--- src/rtl/mdio_mgmt_pkg.sv ---
package mdio_mgmt_pkg;
  localparam int unsigned FRAME_LEN = 64;
  localparam int unsigned POS_W     = $clog2(FRAME_LEN);
  localparam int unsigned TA_POS    = 46;
  localparam int unsigned DATA_POS  = 48;
  localparam int unsigned WORD_W    = 16;

  typedef struct packed {
    logic [4:0] phy;
    logic [4:0] regn;
    logic [3:0] clk_code;
    logic       wr;
  } cmd_t;

  function automatic logic [FRAME_LEN-1:0] build_frame(cmd_t c, logic [WORD_W-1:0] d);
    logic [1:0] op;
    logic [1:0] ta;
    op = c.wr ? 2'b01 : 2'b10;
    ta = c.wr ? 2'b10 : 2'b00;
    return {32'hFFFF_FFFF, 2'b01, op, c.phy, c.regn, ta, c.wr ? d : 16'h0000};
  endfunction
endpackage

--- src/rtl/mdio_clk_gen.sv ---
module mdio_clk_gen #(
  parameter int unsigned DIV0 = 16,
  parameter int unsigned DIV1 = 26,
  parameter int unsigned DIV2 = 42,
  parameter int unsigned DIV3 = 62
) (
  input  logic       clk_i,
  input  logic       rst_ni,
  input  logic       run_i,
  input  logic [3:0] clk_code_i,
  output logic       mdc_o,
  output logic       rise_o,
  output logic       fall_o
);
  localparam int unsigned MAX01   = (DIV0 > DIV1) ? DIV0 : DIV1;
  localparam int unsigned MAX23   = (DIV2 > DIV3) ? DIV2 : DIV3;
  localparam int unsigned MAX_DIV = (MAX01 > MAX23) ? MAX01 : MAX23;
  localparam int unsigned CNT_W   = $clog2(MAX_DIV / 2 + 1);

  logic [CNT_W-1:0] half_m1, cnt_q;
  logic             mdc_q, tick;

  always_comb begin
    unique case (clk_code_i)
      4'd0:    half_m1 = CNT_W'(DIV0 / 2 - 1);
      4'd1:    half_m1 = CNT_W'(DIV1 / 2 - 1);
      4'd2:    half_m1 = CNT_W'(DIV2 / 2 - 1);
      default: half_m1 = CNT_W'(DIV3 / 2 - 1);
    endcase
  end

  assign tick = run_i && (cnt_q == half_m1);

  always_ff @(posedge clk_i or negedge rst_ni) begin
    if (!rst_ni) begin
      cnt_q <= '0;
      mdc_q <= 1'b0;
    end else if (!run_i) begin
      cnt_q <= '0;
      mdc_q <= 1'b0;
    end else if (tick) begin
      cnt_q <= '0;
      mdc_q <= ~mdc_q;
    end else begin
      cnt_q <= cnt_q + 1'b1;
    end
  end

  assign mdc_o  = mdc_q;
  assign rise_o = tick & ~mdc_q;
  assign fall_o = tick & mdc_q;
endmodule

--- src/rtl/mdio_frame_seq.sv ---
module mdio_frame_seq
  import mdio_mgmt_pkg::*;
(
  input  logic              clk_i,
  input  logic              rst_ni,
  input  logic              start_i,
  input  logic              pulse_only_i,
  input  cmd_t              cmd_i,
  input  logic [WORD_W-1:0] wdata_i,
  input  logic              rise_i,
  input  logic              fall_i,
  input  logic              mdio_i,
  output logic              active_o,
  output logic              done_o,
  output logic              rx_valid_o,
  output logic [WORD_W-1:0] rx_data_o,
  output logic              mdio_o,
  output logic              mdio_oe_o
);
  logic [FRAME_LEN-1:0] shift_q;
  logic [POS_W-1:0]     pos_q;
  logic                 active_q, rd_q, pulse_q;
  logic [WORD_W-1:0]    rx_q;
  logic                 last_bit, in_rx_data, released;

  assign last_bit   = (pos_q == POS_W'(FRAME_LEN - 1));
  assign in_rx_data = (pos_q >= POS_W'(DATA_POS));
  assign released   = rd_q && (pos_q >= POS_W'(TA_POS));

  always_ff @(posedge clk_i or negedge rst_ni) begin
    if (!rst_ni) begin
      shift_q  <= '0;
      pos_q    <= '0;
      active_q <= 1'b0;
      rd_q     <= 1'b0;
      pulse_q  <= 1'b0;
      rx_q     <= '0;
    end else if (start_i) begin
      shift_q  <= build_frame(cmd_i, wdata_i);
      // pulse-only runs just the final bit slot: one low half, one high half
      pos_q    <= pulse_only_i ? POS_W'(FRAME_LEN - 1) : '0;
      active_q <= 1'b1;
      rd_q     <= ~cmd_i.wr & ~pulse_only_i;
      pulse_q  <= pulse_only_i;
      rx_q     <= '0;
    end else if (active_q) begin
      if (rise_i && rd_q && in_rx_data) rx_q <= {rx_q[WORD_W-2:0], mdio_i};
      if (fall_i) begin
        if (last_bit) begin
          active_q <= 1'b0;
        end else begin
          pos_q   <= pos_q + 1'b1;
          shift_q <= {shift_q[FRAME_LEN-2:0], 1'b0};
        end
      end
    end
  end

  assign active_o   = active_q;
  assign done_o     = active_q && fall_i && last_bit;
  assign rx_valid_o = done_o && rd_q;
  assign rx_data_o  = rx_q;
  assign mdio_oe_o  = active_q && !pulse_q && !released;
  assign mdio_o     = mdio_oe_o && shift_q[FRAME_LEN-1];
endmodule

--- src/rtl/mdio_host_regs.sv ---
module mdio_host_regs
  import mdio_mgmt_pkg::*;
(
  input  logic              clk_i,
  input  logic              rst_ni,
  input  logic              we_i,
  input  logic              sel_i,
  input  logic [31:0]       wdata_i,
  input  logic              active_i,
  input  logic              rx_valid_i,
  input  logic [WORD_W-1:0] rx_data_i,
  output logic              start_o,
  output logic              pulse_only_o,
  output cmd_t              new_cmd_o,
  output logic [WORD_W-1:0] data_q_o,
  output logic [31:0]       cmd_o,
  output logic [31:0]       data_o
);
  cmd_t              cmd_q;
  logic [WORD_W-1:0] data_q;
  logic              cmd_acc, data_acc;
  logic              unused_hi;

  assign unused_hi = ^wdata_i[31:16];

  assign new_cmd_o    = '{phy: wdata_i[15:11], regn: wdata_i[10:6],
                          clk_code: wdata_i[5:2], wr: wdata_i[1]};
  assign cmd_acc      = we_i && !sel_i && !active_i;
  assign data_acc     = we_i && sel_i && !active_i;
  assign start_o      = cmd_acc;
  assign pulse_only_o = ~wdata_i[0];

  always_ff @(posedge clk_i or negedge rst_ni) begin
    if (!rst_ni) begin
      cmd_q  <= '0;
      data_q <= '0;
    end else begin
      if (cmd_acc)    cmd_q  <= new_cmd_o;
      if (data_acc)   data_q <= wdata_i[WORD_W-1:0];
      if (rx_valid_i) data_q <= rx_data_i;
    end
  end

  assign data_q_o = data_q;
  assign cmd_o    = {16'h0000, cmd_q.phy, cmd_q.regn, cmd_q.clk_code, cmd_q.wr, active_i};
  assign data_o   = {16'h0000, data_q};
endmodule

--- src/rtl/mdio_mgmt_master.sv ---
module mdio_mgmt_master
  import mdio_mgmt_pkg::*;
#(
  parameter int unsigned DIV0 = 16,
  parameter int unsigned DIV1 = 26,
  parameter int unsigned DIV2 = 42,
  parameter int unsigned DIV3 = 62
) (
  input  logic        clk_i,
  input  logic        rst_ni,
  input  logic        reg_we_i,
  input  logic        reg_sel_i,
  input  logic [31:0] reg_wdata_i,
  output logic [31:0] cmd_o,
  output logic [31:0] data_o,
  output logic        mdc_o,
  output logic        mdio_o,
  output logic        mdio_oe_o,
  input  logic        mdio_i
);
  cmd_t              new_cmd;
  logic [WORD_W-1:0] data_q, rx_data;
  logic              start, pulse_only, active, done, rx_valid, rise, fall;
  logic [3:0]        run_code;
  logic              unused_done;

  assign run_code    = cmd_o[5:2];
  assign unused_done = done;

  mdio_host_regs u_regs (
    .clk_i, .rst_ni,
    .we_i(reg_we_i), .sel_i(reg_sel_i), .wdata_i(reg_wdata_i),
    .active_i(active), .rx_valid_i(rx_valid), .rx_data_i(rx_data),
    .start_o(start), .pulse_only_o(pulse_only), .new_cmd_o(new_cmd),
    .data_q_o(data_q), .cmd_o(cmd_o), .data_o(data_o)
  );

  mdio_clk_gen #(.DIV0(DIV0), .DIV1(DIV1), .DIV2(DIV2), .DIV3(DIV3)) u_clk (
    .clk_i, .rst_ni, .run_i(active), .clk_code_i(run_code),
    .mdc_o(mdc_o), .rise_o(rise), .fall_o(fall)
  );

  mdio_frame_seq u_seq (
    .clk_i, .rst_ni,
    .start_i(start), .pulse_only_i(pulse_only), .cmd_i(new_cmd), .wdata_i(data_q),
    .rise_i(rise), .fall_i(fall), .mdio_i(mdio_i),
    .active_o(active), .done_o(done), .rx_valid_o(rx_valid), .rx_data_o(rx_data),
    .mdio_o(mdio_o), .mdio_oe_o(mdio_oe_o)
  );
endmodule

--- config.mk ---
export PLATFORM = sky130hd
export DESIGN_NAME = mdio_mgmt_master
export DESIGN_NICKNAME = d
export VERILOG_FILES = /design/src/rtl/mdio_mgmt_pkg.sv /design/src/rtl/mdio_clk_gen.sv /design/src/rtl/mdio_frame_seq.sv /design/src/rtl/mdio_host_regs.sv /design/src/rtl/mdio_mgmt_master.sv
export SDC_FILE = /design/constraint.sdc
export NUM_CORES = 1
export LEC_CHECK = 0
export BUFFER_PORTS_ARGS = -buffer_cell sky130_fd_sc_hd__buf_2
export CAP_MARGIN = 40
export CELL_PAD_IN_SITES_DETAIL_PLACEMENT = 1
export CELL_PAD_IN_SITES_GLOBAL_PLACEMENT = 1
export CORE_UTILIZATION = 38
export CTS_CLUSTER_DIAMETER = 120
export DETAILED_ROUTE_END_ITERATION = 16
export PLACE_DENSITY = 0.79
export SLEW_MARGIN = 20
export SYNTH_ARGS = -nofsm -noshare
export SYNTH_HDL_FRONTEND = slang
export SYNTH_SLANG_ARGS = --single-unit
--- constraint.sdc ---
create_clock -name clk_i -period 2 [get_ports clk_i]
set_input_delay 0.2 -clock clk_i [delete_from_list [all_inputs] [get_ports clk_i]]
set_output_delay 0.2 -clock clk_i [all_outputs]
set_load 0.005 [all_outputs]
After elaboration in Yosys (flattened, before gate mapping)
Cells that the tools add are included.
Storage, ports and cells
  flip-flop bits (word level): 126
  logic and storage cells: 80
Operators by class
  $add $sub $neg: 2
  magnitude comparators: 2
  equal/unequal tests: 6
  muxes and demuxes: 26
  bitwise operators: 6
  reductions and logical operators: 25
Operator list (count)
  64-bit 2-to-1 mux: 4
  16-bit 2-to-1 mux: 6
  6-bit 2-to-1 mux: 5
  5-bit one-hot mux with 3 select lines: 1
  1-bit logical AND: 14
  6-bit greater-or-equal comparator (second input constant): 2
  5-bit 2-to-1 mux: 2
  2-bit nonzero test: 4
  6-bit by 1-bit adder with 6-bit output (second input constant): 1
  6-bit equality test (second input constant): 1
  1-bit 2-to-1 mux: 6
  5-bit by 1-bit adder with 5-bit output (second input constant): 1
  5-bit equality test: 1
  4-bit by 1-bit equality test with 1-bit output (second input constant): 1
  4-bit by 2-bit equality test with 1-bit output (second input constant): 1
  1-bit zero test: 4
  4-bit zero test: 1
  2-bit 2-to-1 mux: 2
  2-bit inequality test (second input constant): 2
  1-bit AND: 3
  1-bit NOT: 3
  3-bit AND reduction: 1
  2-bit AND reduction: 1

Longest topological paths before layout
Gate-level depths: netlist of run 1.
  depth in word-level cells: 10
  gate-level depth with buffers: 8
  mapped depth without buffers: 6

Hierarchy
A second synthesis of run 1 with hierarchy kept.
Unflattened totals
  cells, all modules: 647
  area total of the unflattened synthesis: 6472.5 um^2
Modules (own cells, without submodules)
  mdio_frame_seq: times used 1, cells an instance 419, area an instance 4216.5 um^2, sequential area each 2227.1 um^2
  mdio_host_regs: times used 1, cells an instance 186, area an instance 1828.0 um^2, sequential area each 775.7 um^2
  mdio_clk_gen: times used 1, cells an instance 42, area an instance 427.9 um^2, sequential area each 150.1 um^2

Worst setup path before layout of run 1
No wires, ideal clock.
  path type: register to register
  start: register u_seq.pos_q[0]
  end: register u_seq.shift_q[53]
  library setup time: 0.141 ns
  data arrival time: 1.938 ns
  path slack: -0.079 ns
  stages on the path, launching flop included: 9
  path buffers: 2
  period minus slack after synthesis: 2.079 ns
  path through: dfrtp_1 -> ha_1 -> and3_1 -> and3_1 -> a311o_1 -> clkbuf_1 -> clkbuf_1 -> o21ai_0 -> nand3_1
Between the ends
  word-level cells in the longest chain between the ends: 3
Ends and longest elaborated chain
  from (decl): RTL line mdio_frame_seq.sv:21  | logic [POS_W-1:0] pos_q;
  from (signal assigned): RTL line mdio_frame_seq.sv:41  | pos_q <= pulse_only_i ? POS_W'(FRAME_LEN - 1) : '0;
  from (signal assigned): RTL line mdio_frame_seq.sv:52  | pos_q <= pos_q + 1'b1;
  6-bit equality test: RTL line mdio_frame_seq.sv:26  | assign last_bit = (pos_q == POS_W'(FRAME_LEN - 1));
  2-bit inequality test (no line)
  3-bit AND reduction (no line)
  to (signal assigned): RTL line mdio_frame_seq.sv:39  | shift_q <= build_frame(cmd_i, wdata_i);
  to (signal assigned): RTL line mdio_frame_seq.sv:53  | shift_q <= {shift_q[FRAME_LEN-2:0], 1'b0};
  to (decl): RTL line mdio_frame_seq.sv:20  | logic [FRAME_LEN-1:0] shift_q;
No other way between the ends.
A chain may end at the register's enable or synchronous reset.

Worst setup path after layout of run 1
  start: register u_seq.pos_q[0]
  end: register u_seq.pos_q[4]
Between the ends
  word-level cells in the longest chain between the ends: 5
  elaborated cells between the ends (all ways): 8
Ends and longest elaborated chain
  6-bit by 1-bit adder with 6-bit output: RTL line mdio_frame_seq.sv:52
  6-bit 2-to-1 mux: RTL line mdio_frame_seq.sv:49  | if (last_bit) begin
  6-bit 2-to-1 mux: RTL line mdio_frame_seq.sv:48  | if (fall_i) begin
  6-bit 2-to-1 mux: RTL line mdio_frame_seq.sv:46  | end else if (active_q) begin
  6-bit 2-to-1 mux: RTL line mdio_frame_seq.sv:38  | end else if (start_i) begin
Parallel ways exist; a longest one is shown, timed or not. The select of a mux whose other input is x is not followed.

==> results of run 1 <==
## worst reg2reg max path, delay by kind of cell, from the launching register on
kind	cells	cell delay, ns
buf+inv	2	0.35
flops	1	0.42
fa+ha+maj	1	0.24
simple gates	3	0.54
compound gates	2	0.63
## cell type report
class / instances / area [µm²] / share of cell area (%)
clock buffers: 22 / 494.2 / 5.874
multi-input cells: 462 / 3034 / 36.06
clock inverters: 10 / 110.1 / 1.309
repair buffers: 140 / 1330 / 15.81
inverters: 5 / 18.77 / 0.2231
flip-flops and latches: 126 / 3162 / 37.58
well taps: 211 / 264.0 / 3.138
## worst paths after layout
path	start	endpoint	slack, ns	cells past startpoint
max	u_seq.pos_q[0]	u_seq.pos_q[4]	-0.31	8
min	mdio_i	u_seq.rx_data_o[0]	0.03	3
max reg2reg	u_seq.pos_q[0]	u_seq.pos_q[4]	-0.31	8
min reg2reg	u_regs.cmd_o[11]	u_regs.cmd_o[11]	0.48	2
max in group asynchronous	rst_ni	u_regs.cmd_o[3]	1.04	3
min in group asynchronous	rst_ni	u_seq.pos_q[2]	0.31	2
## cells in the mapped netlist (all sizes together) (2+ instances only)
cell type	count	area (µm²)
nor2	4	15.01
ha	3	37.54
a31oi	5	31.28
nand2	117	439.2
nor3	4	20.02
buf	51	340.3
or3	4	25.02
and3	4	25.02
nand3	132	660.6
a211oi	2	15.01
and2	3	18.77
a311oi	4	47.55
dfrtp	126	3153
nor4bb	2	20.02
a21oi	8	40.04
a21o	3	22.52
mux2i	16	160.2
a31o	2	17.52
nand4	4	25.02
inv	5	18.77
o21ai	73	365.4
clkbuf	35	131.4
o211ai	27	202.7
## sequential cells by signal (all words and copies together) (netlist names), 5 cells and up
register,cells
u_clk.cnt_q,5
u_regs.data_q_o,16
u_regs.cmd_o,15
u_seq.pos_q,6
u_seq.shift_q,64
u_seq.rx_data_o,16
## metal layers
layer | global-route usage (%) | up-vias | wire (µm) | part of all wire, %
met5 | 0 | - | 0 | 0
met4 | 8.824 | 0 | 902 | 4.1
met3 | 4.146 | 78 | 876 | 3.9
met2 | 38.20 | 202 | 11370 | 51
met1 | 29.92 | 2892 | 9061 | 41
li1 | - | 2445 | - | -
## power by group through the flow
stage	clock [mW]	combinational, mW	sequential [mW]
detailed placement	0	2.01	3.52
global placement	0	1.89	3.49
finish	3.17	2.85	3.65
global route	3.30	3.05	3.71
CTS	3.15	2.23	3.54
floorplan	0	1.08	3.47
## logic make-up after synthesis
| kind of cell | after synthesis |
|---|---|
| fa+ha+maj | 3 |
| flops | 126 |
| buf+inv | 91 |
| mux | 16 |
| simple gates | 281 |
| xor+xnor | 1 |
| compound gates | 129 |
| other cells | 1 |
## timing repair
action	in CTS	in global routing
hold endpoints to repair	35	0
pin swaps	9	61
cloned	0	15
gates resized for setup	49	168
endpoints found under the setup margin	104	108
hold buffers	4	0
setup buffers	8	8
==> impl_metrics.json, run 1 <==
{
  "synth_edf_count": 0,
  "synth-xor-area-share_pct": 0.1473,
  "tns_ns": -14.61,
  "fill_cells": 1619,
  "fin_crit_ns": 2.306,
  "ys.warnings.count": 0,
  "hpwl_mm": 10.39,
  "final_common_cell": "dfrtp_1",
  "critPathLaunchType": "register",
  "hold_class": "in -> reg",
  "finalClockSkew_ns": 0.01503,
  "wl_per_cell_um": 22.75,
  "core_mm2": 0.01526,
  "drt_iter0_markers": 312,
  "ant_nets": 0,
  "criticalPathCategory": "reg -> reg",
  "synth-simple-area-share_pct": 21.99,
  "synthesis.area_mm2": 0.005946,
  "p_total_mw": 9.671,
  "outcome": "finished, violations left",
  "grt_pass1_vias": 5462,
  "vias_per_cell": 5.755,
  "max_slew_margin_pct": 57.98,
  "synth-seq-cells": 126,
  "start_util_pct": 38.97,
  "die_w_um": 127.1,
  "fp.dieArea_mm2": 0.01615,
  "hold_slack_ns": 0.03169,
  "critPathBufInv": 2,
  "grt_overflow": 0,
  "fmaxAchievable_ghz": 0.4337,
  "drt_pass1_iterations": 5,
  "p_int_mw": 6.445,
  "peakVddDrop_mv": 0.6029,
  "layout_setup_ws_ns": -0.3057,
  "cts_made_buffers": 17,
  "grt_use_total_pct": 22.97,
  "critical_path.max_stage_delay_ns": 0.42,
  "synth_adder_area_share_pct": 0.6313,
  "muxShareOfSynthArea_pct": 2.694,
  "routed_wl_mm": 22.21,
  "cp_max_fo": 10,
  "min_period_over_period_pct": 115.3,
  "clockBufferDepth": 2,
  "setup_violations": 99,
  "p_leak_nw": 3.737,
  "dpl.cell_count": 909,
  "cp.required_ns": 2.30,
  "synth-compound-area-share_pct": 13.19,
  "tightest_slew_ns": 0.6302,
  "drcViolationCount": 0,
  "cts_root_buffer": "clkbuf_16",
  "synth_seq_area_share_pct": 53.03,
  "final_cells": 976,
  "failed_checks": "setup timing",
  "crit_path_end_kind": "register",
  "grt_max_degree": 49,
  "port-buffer-count": 55,
  "cts.sinks": 126,
  "place_ws_ns": -0.1458,
  "final_nets": 792,
  "power_density_mw_per_mm2": 1149,
  "avgSynthCellArea_um2": 9.175,
  "htree_levels": 4,
  "cpLargestDelayFamily": "compound AO/OA/AOI/OAI gates",
  "final_util_pct": 55.14,
  "syn_inst": 648,
  "drv_slew": 0,
  "netlist-cell-type-count": 41,
  "grt_pass1_wl_mm": 29.14,
  "ys_async_sr_fraction_pct": 100.0,
  "final_cell_mix": "dfrtp_1, nand3_1, nand2_1",
  "die_y_um": 127.1,
  "worstPathArrival_ns": 2.60,
  "placed_area_mm2": 0.006691,
  "areaGrowthSynthToFinish_pct": 41.50,
  "clkTransAtPathRegs_ns": 0.06,
  "antenna_cells": 0,
  "drive_above_1_share_pct": 38.56,
  "path_cells": "ha_1 > and3_4 > and3_1 > buf_4 > a311oi_4 > buf_12 > nand4_1 > a31oi_1",
  "power_switching_share_pct": 33.35,
  "routabilityCongestion": 0.7714,
  "report.final.hold_viol_count": 0,
  "p_clk_share_pct": 32.8,
  "comb_power_share_pct": 29.5,
  "cts_tree": "built",
  "antenna_found_initial": 0,
  "crit_slowest_cell": "dfrtp_1",
  "fp-row-count": 45,
  "pin_count": 104,
  "pwr-share-seq_pct": 37.7,
  "clock_latency_ns": 0.43,
  "drv_cap": 0,
  "finalInstanceArea_mm2": 0.008413,
  "rsz0062_at_grt": "true",
  "p_sw_mw": 3.225,
  "synth_top_family_by_area": "simple AND/OR/NAND/NOR gates",
  "via_count": 5617,
  "synthFlopType": "dfrtp_1"
}
Power figures use the tool's default switching activity.
==> run 2, diff against run 1 <==
==> constraint.sdc (replaced) <==
create_clock -name clk_i -period 2.1 [get_ports clk_i]
set_input_delay 0.21 -clock clk_i [delete_from_list [all_inputs] [get_ports clk_i]]
set_output_delay 0.21 -clock clk_i [all_outputs]
set_load 0.005 [all_outputs]
==> run 2 against run 1 <==
Effect of this change:
- the run still ends with setup timing left
- critical path depth down 2
- global-route usage down 0.95 points
- hold slack worse by 0.013 ns
- final cell count down 3.8%
- die area unchanged
- flip-flop and latch count unchanged
- total power down 12%
- largest cell class unchanged
==> impl_metrics.json, run 2 (synthesis gave the netlist of run 1 again) <==
{
  "finalClockSkew_ns": 0.008020,
  "fp-row-count": 45,
  "comb_power_share_pct": 27.1,
  "failed_checks": "setup timing",
  "layout_setup_ws_ns": -0.06578,
  "routabilityCongestion": 0.7642,
  "setup_violations": 9,
  "port-buffer-count": 55,
  "pin_count": 104,
  "areaGrowthSynthToFinish_pct": 28.20,
  "via_count": 5232,
  "cp_max_fo": 9,
  "cts_root_buffer": "clkbuf_16",
  "fin_crit_ns": 2.166,
  "max_slew_margin_pct": 60.31,
  "tightest_slew_ns": 0.5953,
  "hold_depth": 3,
  "grt_max_degree": 49,
  "htree_levels": 4,
  "power_density_mw_per_mm2": 1115,
  "fp.dieArea_mm2": 0.01615,
  "worstPathArrival_ns": 2.50,
  "final_nets": 758,
  "start_util_pct": 38.97,
  "drv_slew": 0,
  "placed_area_mm2": 0.006534,
  "drcViolationCount": 0,
  "fmaxAchievable_ghz": 0.4617,
  "p_leak_nw": 3.250,
  "routed_wl_mm": 18.40,
  "pwr-share-seq_pct": 40.5,
  "top_register": "u_seq.shift_q",
  "ant_nets": 0,
  "drt_iter0_markers": 342,
  "outcome": "finished, violations left",
  "die_w_um": 127.1,
  "antenna_found_initial": 0,
  "criticalPathCategory": "reg -> reg",
  "rsz0062_at_grt": "true",
  "wl_per_cell_um": 19.59,
  "antenna_cells": 0,
  "clkTransAtPathRegs_ns": 0.05,
  "drv_cap": 0,
  "drive_above_1_share_pct": 26.51,
  "crit_path_end_kind": "register",
  "largest_register_ffs": 64,
  "p_total_mw": 8.495,
  "min_period_over_period_pct": 103.1,
  "regArea_mm2": 0.003162,
  "place_ws_ns": -0.09822,
  "grt_pass1_vias": 5341,
  "hpwl_mm": 10.09,
  "r2r_cells": 6,
  "core_mm2": 0.01526,
  "peakVddDrop_mv": 0.6940,
  "hold_class": "in -> reg",
  "cp.required_ns": 2.44,
  "final_common_cell": "nand3_1",
  "drt_pass1_iterations": 5,
  "p_clk_share_pct": 32.4,
  "cts_tree": "built",
  "cts.sinks": 126,
  "p_sw_mw": 2.752,
  "die_y_um": 127.1,
  "vias_per_cell": 5.572,
  "cts_made_buffers": 17,
  "fill_cells": 1721,
  "p_int_mw": 5.743,
  "grt_pass1_wl_mm": 27.79,
  "power_switching_share_pct": 32.39,
  "clock_latency_ns": 0.42,
  "finalInstanceArea_mm2": 0.007622,
  "final_cell_mix": "nand3_1, dfrtp_1, nand2_1",
  "report.final.hold_viol_count": 0,
  "clockBufferDepth": 2,
  "grt_overflow": 0,
  "critPathLaunchType": "register",
  "multiInputGateArea_mm2": 0.002684,
  "grt_use_total_pct": 22.02
}
## run 2: cell type report
| type | count | share of cell area, % |
|---|---|---|
| clock buffers | 21 | 5.778 |
| clock inverters | 8 | 1.248 |
| inverters | 5 | 0.2462 |
| multi-input cells | 462 | 35.21 |
| flip-flops and latches | 126 | 41.48 |
| well taps | 211 | 3.464 |
| repair buffers | 106 | 12.57 |
## run 2: repair_timing
item / CTS / global route
setup buffers: 8 / 5
pin swaps: 12 / 23
setup endpoints to repair: 68 / 95
gates cloned: 2 / 7
hold buffers: 1 / 0
gates resized for setup: 26 / 81
endpoints found under the hold margin: 33 / 0
## run 2: routing by layer
| layer | track usage [%] | up-vias | part of all wire [%] |
|---|---|---|---|
| met5 | 0 | - | 0 |
| met2 | 37.69 | 145 | 51 |
| met1 | 28.01 | 2694 | 43 |
| met4 | 6.303 | 0 | 2.3 |
| li1 | - | 2358 | - |
| met3 | 4.899 | 35 | 3.7 |
## run 2: stage by stage
step	TNS (ns)	util [%]	hold slack (ns)	std cells
after floorplan	0	-	-0.08559	679
after global placement	0	42.82	0.2076	888
after detailed placement	-2.870	42.82	0.2147	888
after CTS	-0.05072	47.72	0.008404	928
after global routing	-4.139	49.95	0.02723	939
final	-0.1355	49.95	0.01841	939
## run 2: critical path: stages (launching register included)
cell and delay (ns):
dfrtp_2 0.45, nor4b_4 0.30, nand3_2 0.18, a311o_2 0.49, buf_12 0.17, or3_1 0.35
a31oi_1 0.13
## run 2: worst paths after layout
path / startpoint / to / slack, ns
min in group asynchronous: rst_ni / u_seq.shift_q[2] / 0.38
setup reg to reg: u_regs.cmd_o[5] / u_seq.pos_q[5] / -0.07
max in group asynchronous: rst_ni / u_clk.cnt_q[4] / 0.98
hold / removal: reg_wdata_i[2] / u_regs.cmd_o[2] / 0.02
setup / recovery: u_regs.cmd_o[5] / u_seq.pos_q[5] / -0.07
hold reg to reg: u_regs.cmd_o[11] / u_regs.cmd_o[11] / 0.47
## run 2: power groups by stage
stage,Sequential (mW),Clock (mW),Combinational [mW]
6_report,3.44,2.75,2.31
3_3_place_gp,3.34,0,1.64
2_1_floorplan,3.30,0,1.03
5_1_grt,3.49,2.89,2.52
4_1_cts,3.37,2.78,1.92
3_5_place_dp,3.38,0,1.75
